File: src/rtl/trap_pkg.sv
package trap_pkg;
    localparam int CAUSE_W = 3;

    typedef enum logic [CAUSE_W-1:0] {
        CAUSE_IRQ        = 3'd0,
        CAUSE_FETCH_ADDR = 3'd1,
        CAUSE_ILLEGAL    = 3'd2,
        CAUSE_OVERFLOW   = 3'd3,
        CAUSE_DATA_ADDR  = 3'd4
    } cause_e;

    typedef enum logic [0:0] {
        ST_RUN      = 1'b0,
        ST_REDIRECT = 1'b1
    } ctl_state_e;
endpackage

File: src/rtl/trap_stage.sv
// One pipeline slot of exception state. The record of the incoming instruction
// is merged with this slot's local detector. A fault that is already recorded
// keeps its cause, so the earliest stage wins.
module trap_stage
    import trap_pkg::*;
#(
    parameter int     PC_W      = 32,
    parameter cause_e DET_CAUSE = CAUSE_FETCH_ADDR
) (
    input  logic            clk_i,
    input  logic            rst_ni,
    input  logic            kill_i,
    input  logic            in_valid_i,
    input  logic            in_exc_i,
    input  cause_e          in_cause_i,
    input  logic [PC_W-1:0] in_pc_i,
    input  logic            det_i,
    output logic            out_valid_o,
    output logic            out_exc_o,
    output cause_e          out_cause_o,
    output logic [PC_W-1:0] out_pc_o
);
    logic   hit;
    cause_e merged_cause;

    always_comb begin
        hit          = in_valid_i & (in_exc_i | det_i);
        merged_cause = in_exc_i ? in_cause_i : DET_CAUSE;
    end

    always_ff @(posedge clk_i or negedge rst_ni) begin
        if (!rst_ni) begin
            out_valid_o <= 1'b0;
            out_exc_o   <= 1'b0;
            out_cause_o <= CAUSE_IRQ;
            out_pc_o    <= '0;
        end else if (kill_i) begin
            out_valid_o <= 1'b0;
            out_exc_o   <= 1'b0;
        end else begin
            out_valid_o <= in_valid_i;
            out_exc_o   <= hit;
            out_cause_o <= merged_cause;
            out_pc_o    <= in_pc_i;
        end
    end
endmodule

File: src/rtl/trap_commit.sv
// Commit decision for the memory stage. An interrupt outranks every
// synchronous fault. A fault carried from an earlier stage outranks the
// memory-stage data fault.
module trap_commit
    import trap_pkg::*;
(
    input  logic   m_valid_i,
    input  logic   m_exc_i,
    input  cause_e m_cause_i,
    input  logic   mem_fault_i,
    input  logic   irq_i,
    output logic   take_o,
    output cause_e cause_o
);
    always_comb begin
        take_o  = m_valid_i & (irq_i | m_exc_i | mem_fault_i);
        if (irq_i) begin
            cause_o = CAUSE_IRQ;
        end else if (m_exc_i) begin
            cause_o = m_cause_i;
        end else begin
            cause_o = CAUSE_DATA_ADDR;
        end
    end
endmodule

File: src/rtl/trap_fsm.sv
// Trap sequencer, with the cause and exception-PC registers and the
// writeback stage.
module trap_fsm
    import trap_pkg::*;
#(
    parameter int              PC_W       = 32,
    parameter logic [PC_W-1:0] HANDLER_PC = '0
) (
    input  logic            clk_i,
    input  logic            rst_ni,
    input  logic            take_i,
    input  cause_e          cause_i,
    input  logic            m_valid_i,
    input  logic [PC_W-1:0] m_pc_i,
    output logic            redirect_o,
    output logic [PC_W-1:0] redirect_pc_o,
    output cause_e          cause_q_o,
    output logic [PC_W-1:0] epc_q_o,
    output logic            wb_valid_o,
    output logic [PC_W-1:0] wb_pc_o
);
    ctl_state_e state_q, state_d;

    always_comb begin
        state_d = state_q;
        unique case (state_q)
            ST_RUN:      state_d = take_i ? ST_REDIRECT : ST_RUN;      // TAKE / STAY
            ST_REDIRECT: state_d = take_i ? ST_REDIRECT : ST_RUN;      // RESUME
            default:     state_d = ST_RUN;
        endcase
    end

    always_ff @(posedge clk_i or negedge rst_ni) begin
        if (!rst_ni) state_q <= ST_RUN;
        else         state_q <= state_d;
    end

    always_comb begin
        redirect_o    = 1'b0;
        redirect_pc_o = '0;
        unique case (state_q)
            ST_RUN: begin
                redirect_o    = 1'b0;
            end
            ST_REDIRECT: begin
                redirect_o    = 1'b1;
                redirect_pc_o = HANDLER_PC;
            end
            default: begin
                redirect_o    = 1'b0;
            end
        endcase
    end

    always_ff @(posedge clk_i or negedge rst_ni) begin
        if (!rst_ni) begin
            cause_q_o <= CAUSE_IRQ;
            epc_q_o   <= '0;
        end else if (take_i) begin
            cause_q_o <= cause_i;
            epc_q_o   <= m_pc_i;
        end
    end

    always_ff @(posedge clk_i or negedge rst_ni) begin
        if (!rst_ni) begin
            wb_valid_o <= 1'b0;
            wb_pc_o    <= '0;
        end else begin
            wb_valid_o <= m_valid_i & ~take_i;
            wb_pc_o    <= m_pc_i;
        end
    end
endmodule

File: src/rtl/trap_ctrl.sv
module trap_ctrl
    import trap_pkg::*;
#(
    parameter int              PC_W       = 32,
    parameter logic [PC_W-1:0] HANDLER_PC = 32'h0000_0080
) (
    input  logic              clk_i,
    input  logic              rst_ni,
    input  logic              if_valid_i,
    input  logic [PC_W-1:0]   if_pc_i,
    input  logic              if_fault_i,
    input  logic              id_illegal_i,
    input  logic              ex_ovf_i,
    input  logic              mem_fault_i,
    input  logic              irq_i,
    output logic              trap_o,
    output logic              kill_o,
    output logic              wb_valid_o,
    output logic [PC_W-1:0]   wb_pc_o,
    output logic [CAUSE_W-1:0] cause_o,
    output logic [PC_W-1:0]   epc_o,
    output logic              redirect_o,
    output logic [PC_W-1:0]   redirect_pc_o
);
    // Slots 0..2 hold decode, execute and memory. Detector k acts on the
    // instruction entering slot k.
    localparam int NSTG = 3;

    logic [NSTG-1:0]  s_valid, s_exc;
    cause_e           s_cause [NSTG];
    logic [PC_W-1:0]  s_pc    [NSTG];
    logic [NSTG-1:0]  det_vec;
    logic             take;
    cause_e           take_cause;
    cause_e           cause_q;
    logic             m_valid;
    logic [PC_W-1:0]  m_pc;

    assign det_vec = {ex_ovf_i, id_illegal_i, if_fault_i};

    for (genvar k = 0; k < NSTG; k++) begin : g_stage
        localparam cause_e STG_CAUSE = (k == 0) ? CAUSE_FETCH_ADDR :
                                       (k == 1) ? CAUSE_ILLEGAL : CAUSE_OVERFLOW;
        logic            in_valid, in_exc;
        cause_e          in_cause;
        logic [PC_W-1:0] in_pc;
        if (k == 0) begin : g_head
            assign in_valid = if_valid_i;
            assign in_exc   = 1'b0;
            assign in_cause = CAUSE_IRQ;
            assign in_pc    = if_pc_i;
        end else begin : g_link
            assign in_valid = s_valid[k-1];
            assign in_exc   = s_exc[k-1];
            assign in_cause = s_cause[k-1];
            assign in_pc    = s_pc[k-1];
        end
        trap_stage #(.PC_W(PC_W), .DET_CAUSE(STG_CAUSE)) u_stage (
            .clk_i       (clk_i),
            .rst_ni      (rst_ni),
            .kill_i      (take),
            .in_valid_i  (in_valid),
            .in_exc_i    (in_exc),
            .in_cause_i  (in_cause),
            .in_pc_i     (in_pc),
            .det_i       (det_vec[k]),
            .out_valid_o (s_valid[k]),
            .out_exc_o   (s_exc[k]),
            .out_cause_o (s_cause[k]),
            .out_pc_o    (s_pc[k])
        );
    end

    assign m_valid = s_valid[NSTG-1];
    assign m_pc    = s_pc[NSTG-1];

    trap_commit u_commit (
        .m_valid_i   (m_valid),
        .m_exc_i     (s_exc[NSTG-1]),
        .m_cause_i   (s_cause[NSTG-1]),
        .mem_fault_i (mem_fault_i),
        .irq_i       (irq_i),
        .take_o      (take),
        .cause_o     (take_cause)
    );

    trap_fsm #(.PC_W(PC_W), .HANDLER_PC(HANDLER_PC)) u_fsm (
        .clk_i         (clk_i),
        .rst_ni        (rst_ni),
        .take_i        (take),
        .cause_i       (take_cause),
        .m_valid_i     (m_valid),
        .m_pc_i        (m_pc),
        .redirect_o    (redirect_o),
        .redirect_pc_o (redirect_pc_o),
        .cause_q_o     (cause_q),
        .epc_q_o       (epc_o),
        .wb_valid_o    (wb_valid_o),
        .wb_pc_o       (wb_pc_o)
    );

    assign trap_o  = take;
    assign kill_o  = take;
    assign cause_o = cause_q;
endmodule

File: config.mk
export PLATFORM = sky130hd
export DESIGN_NAME = trap_ctrl
export DESIGN_NICKNAME = d
export VERILOG_FILES = /design/src/rtl/trap_pkg.sv /design/src/rtl/trap_stage.sv /design/src/rtl/trap_commit.sv /design/src/rtl/trap_fsm.sv /design/src/rtl/trap_ctrl.sv
export SDC_FILE = /design/constraint.sdc
export NUM_CORES = 1
export LEC_CHECK = 0
export BUFFER_PORTS_ARGS = -buffer_cell sky130_fd_sc_hd__buf_4
export CAP_MARGIN = 20
export CORE_MARGIN = 3
export CORE_UTILIZATION = 50
export CTS_CLUSTER_DIAMETER = 40
export DETAILED_ROUTE_END_ITERATION = 12
export GPL_TIMING_DRIVEN = 0
export PLACE_DENSITY_LB_ADDON = 0.1
export SLEW_MARGIN = 20
export SYNTH_ARGS = -nofsm -noshare
export SYNTH_HDL_FRONTEND = slang
export SYNTH_SLANG_ARGS = --single-unit
File: constraint.sdc
create_clock -name clk_i -period 4.6 [get_ports clk_i]
set_clock_uncertainty 0.1 [all_clocks]
set_input_delay 0.23 -clock clk_i [delete_from_list [all_inputs] [get_ports clk_i]]
set_output_delay 0.23 -clock clk_i [all_outputs]
set_load 0.02 [all_outputs]
==> flow_summary.ini, run 1 <==
[placed_design]
gp_congestion = 0.699
hpwl_microns = 7280
port-buffer-count = 111
place_ws_ns = 2.57

[sta]
fmax_ghz = 0.414
hold_ws_ns = 0.0223
min_period_ns = 2.41
period_share_pct = 52.5
rsz0062_at_grt = false
finalHoldViolCount = 0
finalWorstSetupSlack_ns = 2.19
setup_violations = 0
fin_tns_setup_ns = 0
timing_worst_slew_pin_value_ns = 0.548
slew_headroom_pct = 63.5
slew_violations = 0

[drt]
viasPerCell = 4.67
drt-wirelength-per-cell_microns = 14.9
drtPass1Iterations = 4
drc_errors = 0
route.vias.total = 3551
totalWireLength_microns = 11300
first_iter_violations = 181
postRouteAntennaNets = 0

[power_and_ir_drop]
power_density_nw_per_um2 = 605
ir_drop_mv = 0.377
leakagePower_nw = 4.11
design_power_total_mw = 5.26

[worst_hold_path]
hold_end = u_fsm.cause_q_o[2]
worstHoldStart = irq_i
hold_class = input port to register
holdPathStages = 3

[logic_synthesis]
syn_area_sq_um = 6390
syn_inst = 379
synth_common_cells = dfrtp_1, mux2_1, mux2_2
synth-seq-area-share_pct = 68.9
ys_top_cells_by_area = dfrtp_1, mux2_1, mux2_2
ys.flop_type = dfrtp_1
synth_top_area_share_pct = 68.9
synth_edf_count = 0
yosys.cell_types.count = 21
synth_seq_cells = 176
syn_area_per_cell_sq_um = 16.9
synth_largest_area_cell = dfrtp_1
async_reset_ff_share_pct = 100
yosys_warnings = 0
synth_most_common_cell = dfrtp_1

[die]
core.rowCount = 40
die_y_microns = 119
die_w_microns = 119
dieArea_sq_um = 14200
initial_core_util_pct = 52.2
top_level_ports = 143
core_sq_um = 12300

[layout]
nets = 619
area_growth_pct = 35.9
antenna_cells = 0
final_util_pct = 70.9
drive_gt1_share_pct = 43.2

[clock_tree]
numCtsBuffers = 17
cts_setup_buffers = 0
clockRootBuffer = clkbuf_16
cts_sinks = 176
cts_tree = built
htreeDepth = 4
clock_latency_ns = 0.42
hold_buffers = 39
clockBufferDepth = 2
path_clk_slew_ns = 0.06
cts_resized = 0

[worst_setup_path]
cp_max_fo = 10
r2r_cells = 4
cp-start-kind = input port
crit_type = input port to output port
cp.arrival_ns = 2.08
worstReg2RegStart = g_stage[2].u_stage.out_exc_o
crit_path_end_kind = output port
cp_data_required_time_ns = 4.27
rrSetupSlack_ns = 2.77
timing.rr.end = g_stage[0].u_stage.out_pc_o[26]

[grt]
grt-ovfl-total = 0
grt_pass1_wl_microns = 19100
track_usage_pct = 17.3
grt_pass1_vias = 3763
grt_max_degree = 104
antenna_found_initial = 0

[job]
maxCapViolations = 0

[status]
status = completed
cell usage in the layout (no fill, tap or decap), drive strengths merged, types with 2 or more instances in the layout:
cell and count:
and4b 2, dfrtp 176, bufinv 8, o211a 2, and2 3, dlygate4sd3 39
nand2b 2, a21o 2, conb 31, clkbuf 17, mux2i 2, buf 160
clkinv 6, mux2 130, inv 3
through the flow:
step | std cells | area, sq um
after floorplan | 409 | 6510
after global placement | 688 | 7550
after detailed placement | 689 | 7590
after CTS | 760 | 8690
after global routing | 760 | 8690
final | 760 | 8690
per-layer routing:
layer | global-route usage, % | share of wire (%) | vias to the layer above
li1 | - | - | 1641
met1 | 21.4 | 43 | 1797
met2 | 28.8 | 50 | 99
met3 | 4.84 | 5.4 | 14
met4 | 6.73 | 1.7 | 0
met5 | 0 | 0 | -
critical path: stages:
cell,delay (ns)
dlygate4sd3_1,0.54
buf_4,0.15
o31ai_4,0.30
buf_4,0.24
buf_2,0.24
inv_1,0.10
buf_4,0.14
buf_4,0.15
registers in the layout (all words and copies together), names as in the netlist:
| signal | count |
|---|---|
| g_stage.u_stage.out_pc_o | 96 |
| u_fsm.epc_q_o | 32 |
| u_fsm.wb_pc_o | 32 |
| g_stage.u_stage.out_cause_o | 5 |
| g_stage.u_stage.out_exc_o | 3 |
| g_stage.u_stage.out_valid_o | 3 |
| u_fsm.cause_q_o | 3 |
| u_fsm.state_q | 1 |
| u_fsm.wb_valid_o | 1 |
power by group:
group / internal, mW / leakage, nW / switching, mW
Combinational: 0.672 / 1.71 / 0.653
Clock: 1.13 / 0.347 / 0.577
Sequential: 2.00 / 2.06 / 0.230
worst max path at each step:
stage | cells past startpoint | startpoint | end
final | 8 | mem_fault_i | trap_o
after global routing | 6 | g_stage[2].u_stage.out_exc_o | trap_o
after CTS | 6 | g_stage[2].u_stage.out_exc_o | trap_o
after detailed placement | 6 | g_stage[2].u_stage.out_exc_o | trap_o
after global placement | 1 | rst_ni | u_fsm.state_q
after floorplan | 5 | g_stage[2].u_stage.out_exc_o | trap_o
cells by family (layout without fill, tap and decap cells):
family	after synthesis	in the layout	share of synthesized area, %
buf+inv	51	234	5.54
flops	176	176	68.9
other cells	1	31	0.0586
simple gates	12	12	1.25
compound gates	7	7	1.08
mux	132	132	23.2
area by class of cell:
class,count,area [sq um]
repair buffers,151,1260
clock inverters,15,289
flip-flops and latches,176,4400
multi-input cells,182,1750
well taps,168,210
clock buffers,17,425
plain buffers,48,343
fillers,843,3570
inverters,3,11.3
Power figures use the tool's default switching activity.
==> inputs of run 2 (changes only) <==
Settings changed: CORE_UTILIZATION 50 to 48.
Clock period 4.6 ns to 1.95 ns, I/O delays scaled along.
==> run 2 against run 1 <==
  * Die area up 4.0%
  * Global-route usage decreased by 0.92 points
  * Sequential cell count is the same
  * Sequential power up 140%
  * First-iteration DRC count decreased by 47%
  * Sequential share of layout area is essentially flat
  * Clock power increased by 120%
  * Routed wire length about the same
  * Non-clock buffer count grew 4
  * Via count down 0.28%
  * Setup slack worse by 2.1 ns
==> flow_summary.ini, run 2 (synthesized netlist as in run 1, its figures left out) <==
[status]
status = completed

[sta]
period_share_pct = 93.3
timing_worst_slew_pin_value_ns = 0.750
fmax_ghz = 0.550
min_period_ns = 1.82
slew_violations = 0
rsz0062_at_grt = false
hold_ws_ns = 0.187
finalWorstSetupSlack_ns = 0.131
finalHoldViolCount = 0
setup_violations = 0
slew_headroom_pct = 50.0

[layout]
antenna_cells = 0
regArea_sq_um = 4400
largest_reg_flops = 96
multiInputGateArea_sq_um = 1750
final_common_cell = dfrtp_1
area_growth_pct = 35.8
largest-register = g_stage.u_stage.out_pc_o
nets = 623
reg_top3 = g_stage.u_stage.out_pc_o x96, u_fsm.epc_q_o x32, u_fsm.wb_pc_o x32
drive_gt1_share_pct = 43.5
final_cell_mix = dfrtp_1, buf_4, mux2_1, mux2_2, dlygate4sd3_1
fillers = 934
final_cells = 768

[worst_setup_path]
crit_type = register to output port
cp_cell_sequence = o31ai_4 > buf_6 > inv_1 > buf_4 > buf_4
cp.buffers_inverters = 4
cp_max_fo = 5
cp_slowest_stage_delay_ns = 0.44
path_depth = 5
cp.arrival_ns = 1.62
cp_data_required_time_ns = 1.75
rrSetupSlack_ns = 0.15
cpMostUsedCell = buf_4
slowest_stage = dfrtp_1
timing.rr.end = u_fsm.epc_q_o[16]
critPathLaunch = g_stage[2].u_stage.out_exc_o
path_delay_family = buffers and inverters
r2r_cells = 4
worstReg2RegStart = g_stage[2].u_stage.out_exc_o
setup.worst_path.end = trap_o
crit_path_end_kind = output port
cp-start-kind = register

[die]
core_sq_um = 12800
initial_core_util_pct = 49.9
top_level_ports = 143
dieArea_sq_um = 14700
die_w_microns = 121
die_y_microns = 121
core.rowCount = 41

[power_and_ir_drop]
p_switching_mw = 3.43
swShare_pct = 28.4
p_seq_share_pct = 43.5
ir_drop_mv = 0.722
power_density_nw_per_um2 = 1390
comb_power_share_pct = 26.0
internal-power_mw = 8.66
leakagePower_nw = 4.09
clockPowerShare_pct = 30.5

[placed_design]
dp.cells = 693
place_ws_ns = 0.0477
port-buffer-count = 111
gp_congestion = 0.693
hpwl_microns = 7320

[clock_tree]
cts_sinks = 176
htreeDepth = 4
path_clk_slew_ns = 0.06
clockRootBuffer = clkbuf_16
cts_tree = built
numCtsBuffers = 17
clockBufferDepth = 2
clock_latency_ns = 0.42

[grt]
track_usage_pct = 16.3
grt_pass1_wl_microns = 18500
grt_pass1_vias = 3684
grt-ovfl-total = 0
grt_max_degree = 103
antenna_found_initial = 0

[drt]
viasPerCell = 4.61
drtPass1Iterations = 4
drc_errors = 0
postRouteAntennaNets = 0
totalWireLength_microns = 11300
first_iter_violations = 96
drt-wirelength-per-cell_microns = 14.7
route.vias.total = 3541

[worst_hold_path]
hold_class = input port to async pin

[job]
maxCapViolations = 0
## run 2: cell count changes in the layout (fill, tap and decap cells not counted)
| cell | delta |
|---|---|
| buf_6 | +1 |
| dlygate4sd3_1 | +1 |
| clkinv_4 | -1 |
| buf_2 | -1 |
| buf_4 | +3 |
| bufinv_16 | -3 |
| clkinv_2 | -2 |
| clkbuf_8 | +2 |
| clkinvlp_4 | +4 |
## run 2: how the worst min path moves through the flow
| stage | from | to | depth (start not counted) |
|---|---|---|---|
| floorplan | rst_ni | g_stage[0].u_stage.out_cause_o[0] | 0 |
| global placement | mem_fault_i | u_fsm.wb_valid_o | 2 |
| detailed placement | rst_ni | u_fsm.epc_q_o[6] | 1 |
| CTS | rst_ni | g_stage[1].u_stage.out_pc_o[10] | 2 |
| global route | rst_ni | u_fsm.wb_pc_o[11] | 2 |
| finish | rst_ni | u_fsm.epc_q_o[6] | 2 |
## run 2: metal layers
layer  global-route usage [%]  share of wire [%]
met1                     20.3                 42
met2                     27.0                 52
met3                     4.66                4.8
met4                     6.51                1.5
met5                        0                  0
## run 2: repair_timing
item / 4_1_cts / 5_1_grt
resized for setup: 1 / 0
hold endpoints to repair: 139 / 0
setup buffers: 4 / 0
hold buffers: 40 / 0
setup endpoints to repair: 2 / 0
## run 2: worst reg2reg max path: stages, from the launching register on
cell and delay [ns]:
dfrtp_1 0.44, o31ai_4 0.27, buf_4 0.20, buf_2 0.29, mux2_2 0.38
## run 2: power by group through the flow
stage	Combinational, mW	Sequential [mW]	Clock, mW
after global routing	3.37	5.41	3.96
after CTS	3.20	5.28	3.79
after detailed placement	3.11	5.33	0
final	3.14	5.26	3.69
after floorplan	1.09	5.92	0
after global placement	3.05	5.28	0
## run 2: through the flow
stage / power (mW) / TNS (ns) / utilization (%) / area [sq um]
global placement: 8.32 / -40.31 / 58.9 / 7560
detailed placement: 8.44 / 0 / 59.2 / 7590
finish: 12.1 / 0 / 67.7 / 8680
floorplan: 7.01 / 0 / - / 6510
global route: 12.7 / 0 / 67.7 / 8680
CTS: 12.3 / 0 / 67.7 / 8680
## run 2: area by class of cell
class	count	share of cell area [%]
multi-input combinational	182	20.1
buffer	47	3.93
sequential	176	50.7
inverter	3	0.130
timing repair buffer	156	15.0
clock inverter	13	2.42
tap	172	2.48
clock buffer	19	5.22
==> inputs of run 3 (changes only) <==
Settings changed: CORE_UTILIZATION 48 to 50.
Clock period 1.95 ns to 2.17 ns, I/O delays scaled along.
==> run 3 against run 2 <==
  * Worst hold slack got worse by 0.046 ns
  * Cell count fell by 0.91%
  * Global-route usage rose by 1.0 points
  * Register-to-register slack improved by 0.24 ns
  * First-iteration DRC count rose by 69%
  * Via count rose by 0.65%
  * Total power fell by 7.8%
  * Clock power fell by 2%
  * Combinational power fell by 11%
  * Sequential share of layout area fell by 0.12 points
  * Non-clock buffer count fell by 3
  * Critical path type is now input port to output port
  * Highest routed layer unchanged
==> flow_summary.ini, run 3 (synthesized netlist as in run 1, its figures left out) <==
[sta]
min_period_ns = 2.00
finalWorstSetupSlack_ns = 0.173
fmax_ghz = 0.501
fin_tns_setup_ns = 0
timing_worst_slew_pin_value_ns = 0.546
hold_ws_ns = 0.140
period_share_pct = 92.0
rsz0062_at_grt = false
slew_headroom_pct = 63.6
slew_violations = 0
finalHoldViolCount = 0
setup_violations = 0

[clock_tree]
htreeDepth = 4
cts_sinks = 176
numCtsBuffers = 17
cts_resized = 0
clockBufferDepth = 2
clock_latency_ns = 0.42
path_clk_slew_ns = 0.06
clockRootBuffer = clkbuf_16
cts_tree = built

[grt]
grt-ovfl-total = 0
grt_max_degree = 104
grt_pass1_vias = 3776
track_usage_pct = 17.3
use_met3_pct = 4.80
grt_pass1_wl_microns = 19100
use_met2_pct = 29.0
busiest_layer = met2
antenna_found_initial = 0
use_met1_pct = 21.5

[die]
die_w_microns = 119
core_sq_um = 12300
dieArea_sq_um = 14200
initial_core_util_pct = 52.2
die_y_microns = 119
top_level_ports = 143
core.rowCount = 40

[worst_setup_path]
critPathLaunch = irq_i
worstReg2RegStart = g_stage[2].u_stage.out_exc_o
cp_data_required_time_ns = 1.96
cp-start-kind = input port
cp.arrival_ns = 1.79
crit_path_end_kind = output port
crit_type = input port to output port
cp_max_fo = 19

[drt]
first_iter_violations = 162
drtPass1Iterations = 4
route.vias.total = 3564
totalWireLength_microns = 11300
viasPerCell = 4.68
postRouteAntennaNets = 0
drc_errors = 0
drt-wirelength-per-cell_microns = 14.9

[placed_design]
place_area_sq_um = 7590
gp_congestion = 0.699
port-buffer-count = 111
place_ws_ns = 0.258
hpwl_microns = 7280

[power_and_ir_drop]
power_density_nw_per_um2 = 1280
leakagePower_nw = 4.12
ir_drop_mv = 0.800

[layout]
final_cell_mix = dfrtp_1, buf_4, mux2_1, mux2_2, dlygate4sd3_1
drive_gt1_share_pct = 43.2
area_growth_pct = 36.1
stdcell_area_sq_um = 8700
antenna_cells = 0
largest-register = g_stage.u_stage.out_pc_o
final_util_pct = 71.0
nets = 620
final_common_cell = dfrtp_1
largest_reg_flops = 96
reg_top3 = g_stage.u_stage.out_pc_o x96, u_fsm.epc_q_o x32, u_fsm.wb_pc_o x32

[status]
status = completed

[job]
maxCapViolations = 0

[worst_hold_path]
hold_class = input port to async pin
==> run 3: cell count changes in the layout (fill, tap and decap cells not counted), sizes merged <==
cell / previous run / this run
buf: 163 / 160
bufinv: 5 / 8
clkbuf: 19 / 17
clkinv: 3 / 6
clkinvlp: 5 / 1
==> run 3: layout make-up <==
cell class / count / area [sq um]
multi-input combinational: 182 / 1750
fill: 839 / 3560
timing repair buffer: 153 / 1280
inverter: 3 / 11.3
clock inverter: 15 / 289
clock buffer: 17 / 425
tap: 168 / 210
sequential: 176 / 4400
buffer: 47 / 338
==> run 3: timing repair <==
action / 4_1_cts / 5_1_grt
endpoints found under the hold margin: 111 / 0
buffers inserted: 1 / 0
endpoints found under the setup margin: 2 / 0
hold buffers: 40 / 0
==> run 3: worst paths after layout <==
path	end	slack, ns	cells past startpoint
max	trap_o	0.17	7
min	u_fsm.wb_pc_o[19]	0.14	2
max reg2reg	g_stage[0].u_stage.out_pc_o[12]	0.39	4
min reg2reg	u_fsm.wb_pc_o[7]	0.29	0
max in group asynchronous	g_stage[2].u_stage.out_cause_o[1]	0.97	3
min in group clk_i	u_fsm.wb_pc_o[7]	0.29	0
==> run 3: report_power, final <==
| group | switching (mW) | leakage (nW) | internal, mW |
|---|---|---|---|
| combinational | 1.39 | 1.71 | 1.43 |
| clock | 1.22 | 0.347 | 2.39 |
| sequential | 0.488 | 2.06 | 4.24 |
| total | 3.10 | 4.12 | 8.05 |
==> run 3: worst max-delay path, cell delays in order <==
cell and delay, ns:
dlygate4sd3_1 0.55, buf_4 0.16, o31ai_4 0.28, buf_4 0.29, inv_1 0.10, buf_4 0.14, buf_4 0.15
==> run 3: routing by layer <==
metal	part of all wire [%]	routed length (microns)
met3	5.4	605
met5	0	0
met4	1.7	194
met1	43	4860
met2	50	5640
==> run 3: per-stage QoR <==
step                      power (mW)  std cells
after floorplan                 6.30        409
after global placement          7.47        688
after detailed placement        7.58        689
after CTS                       11.3        761
after global routing            11.7        761
final                           11.1        761
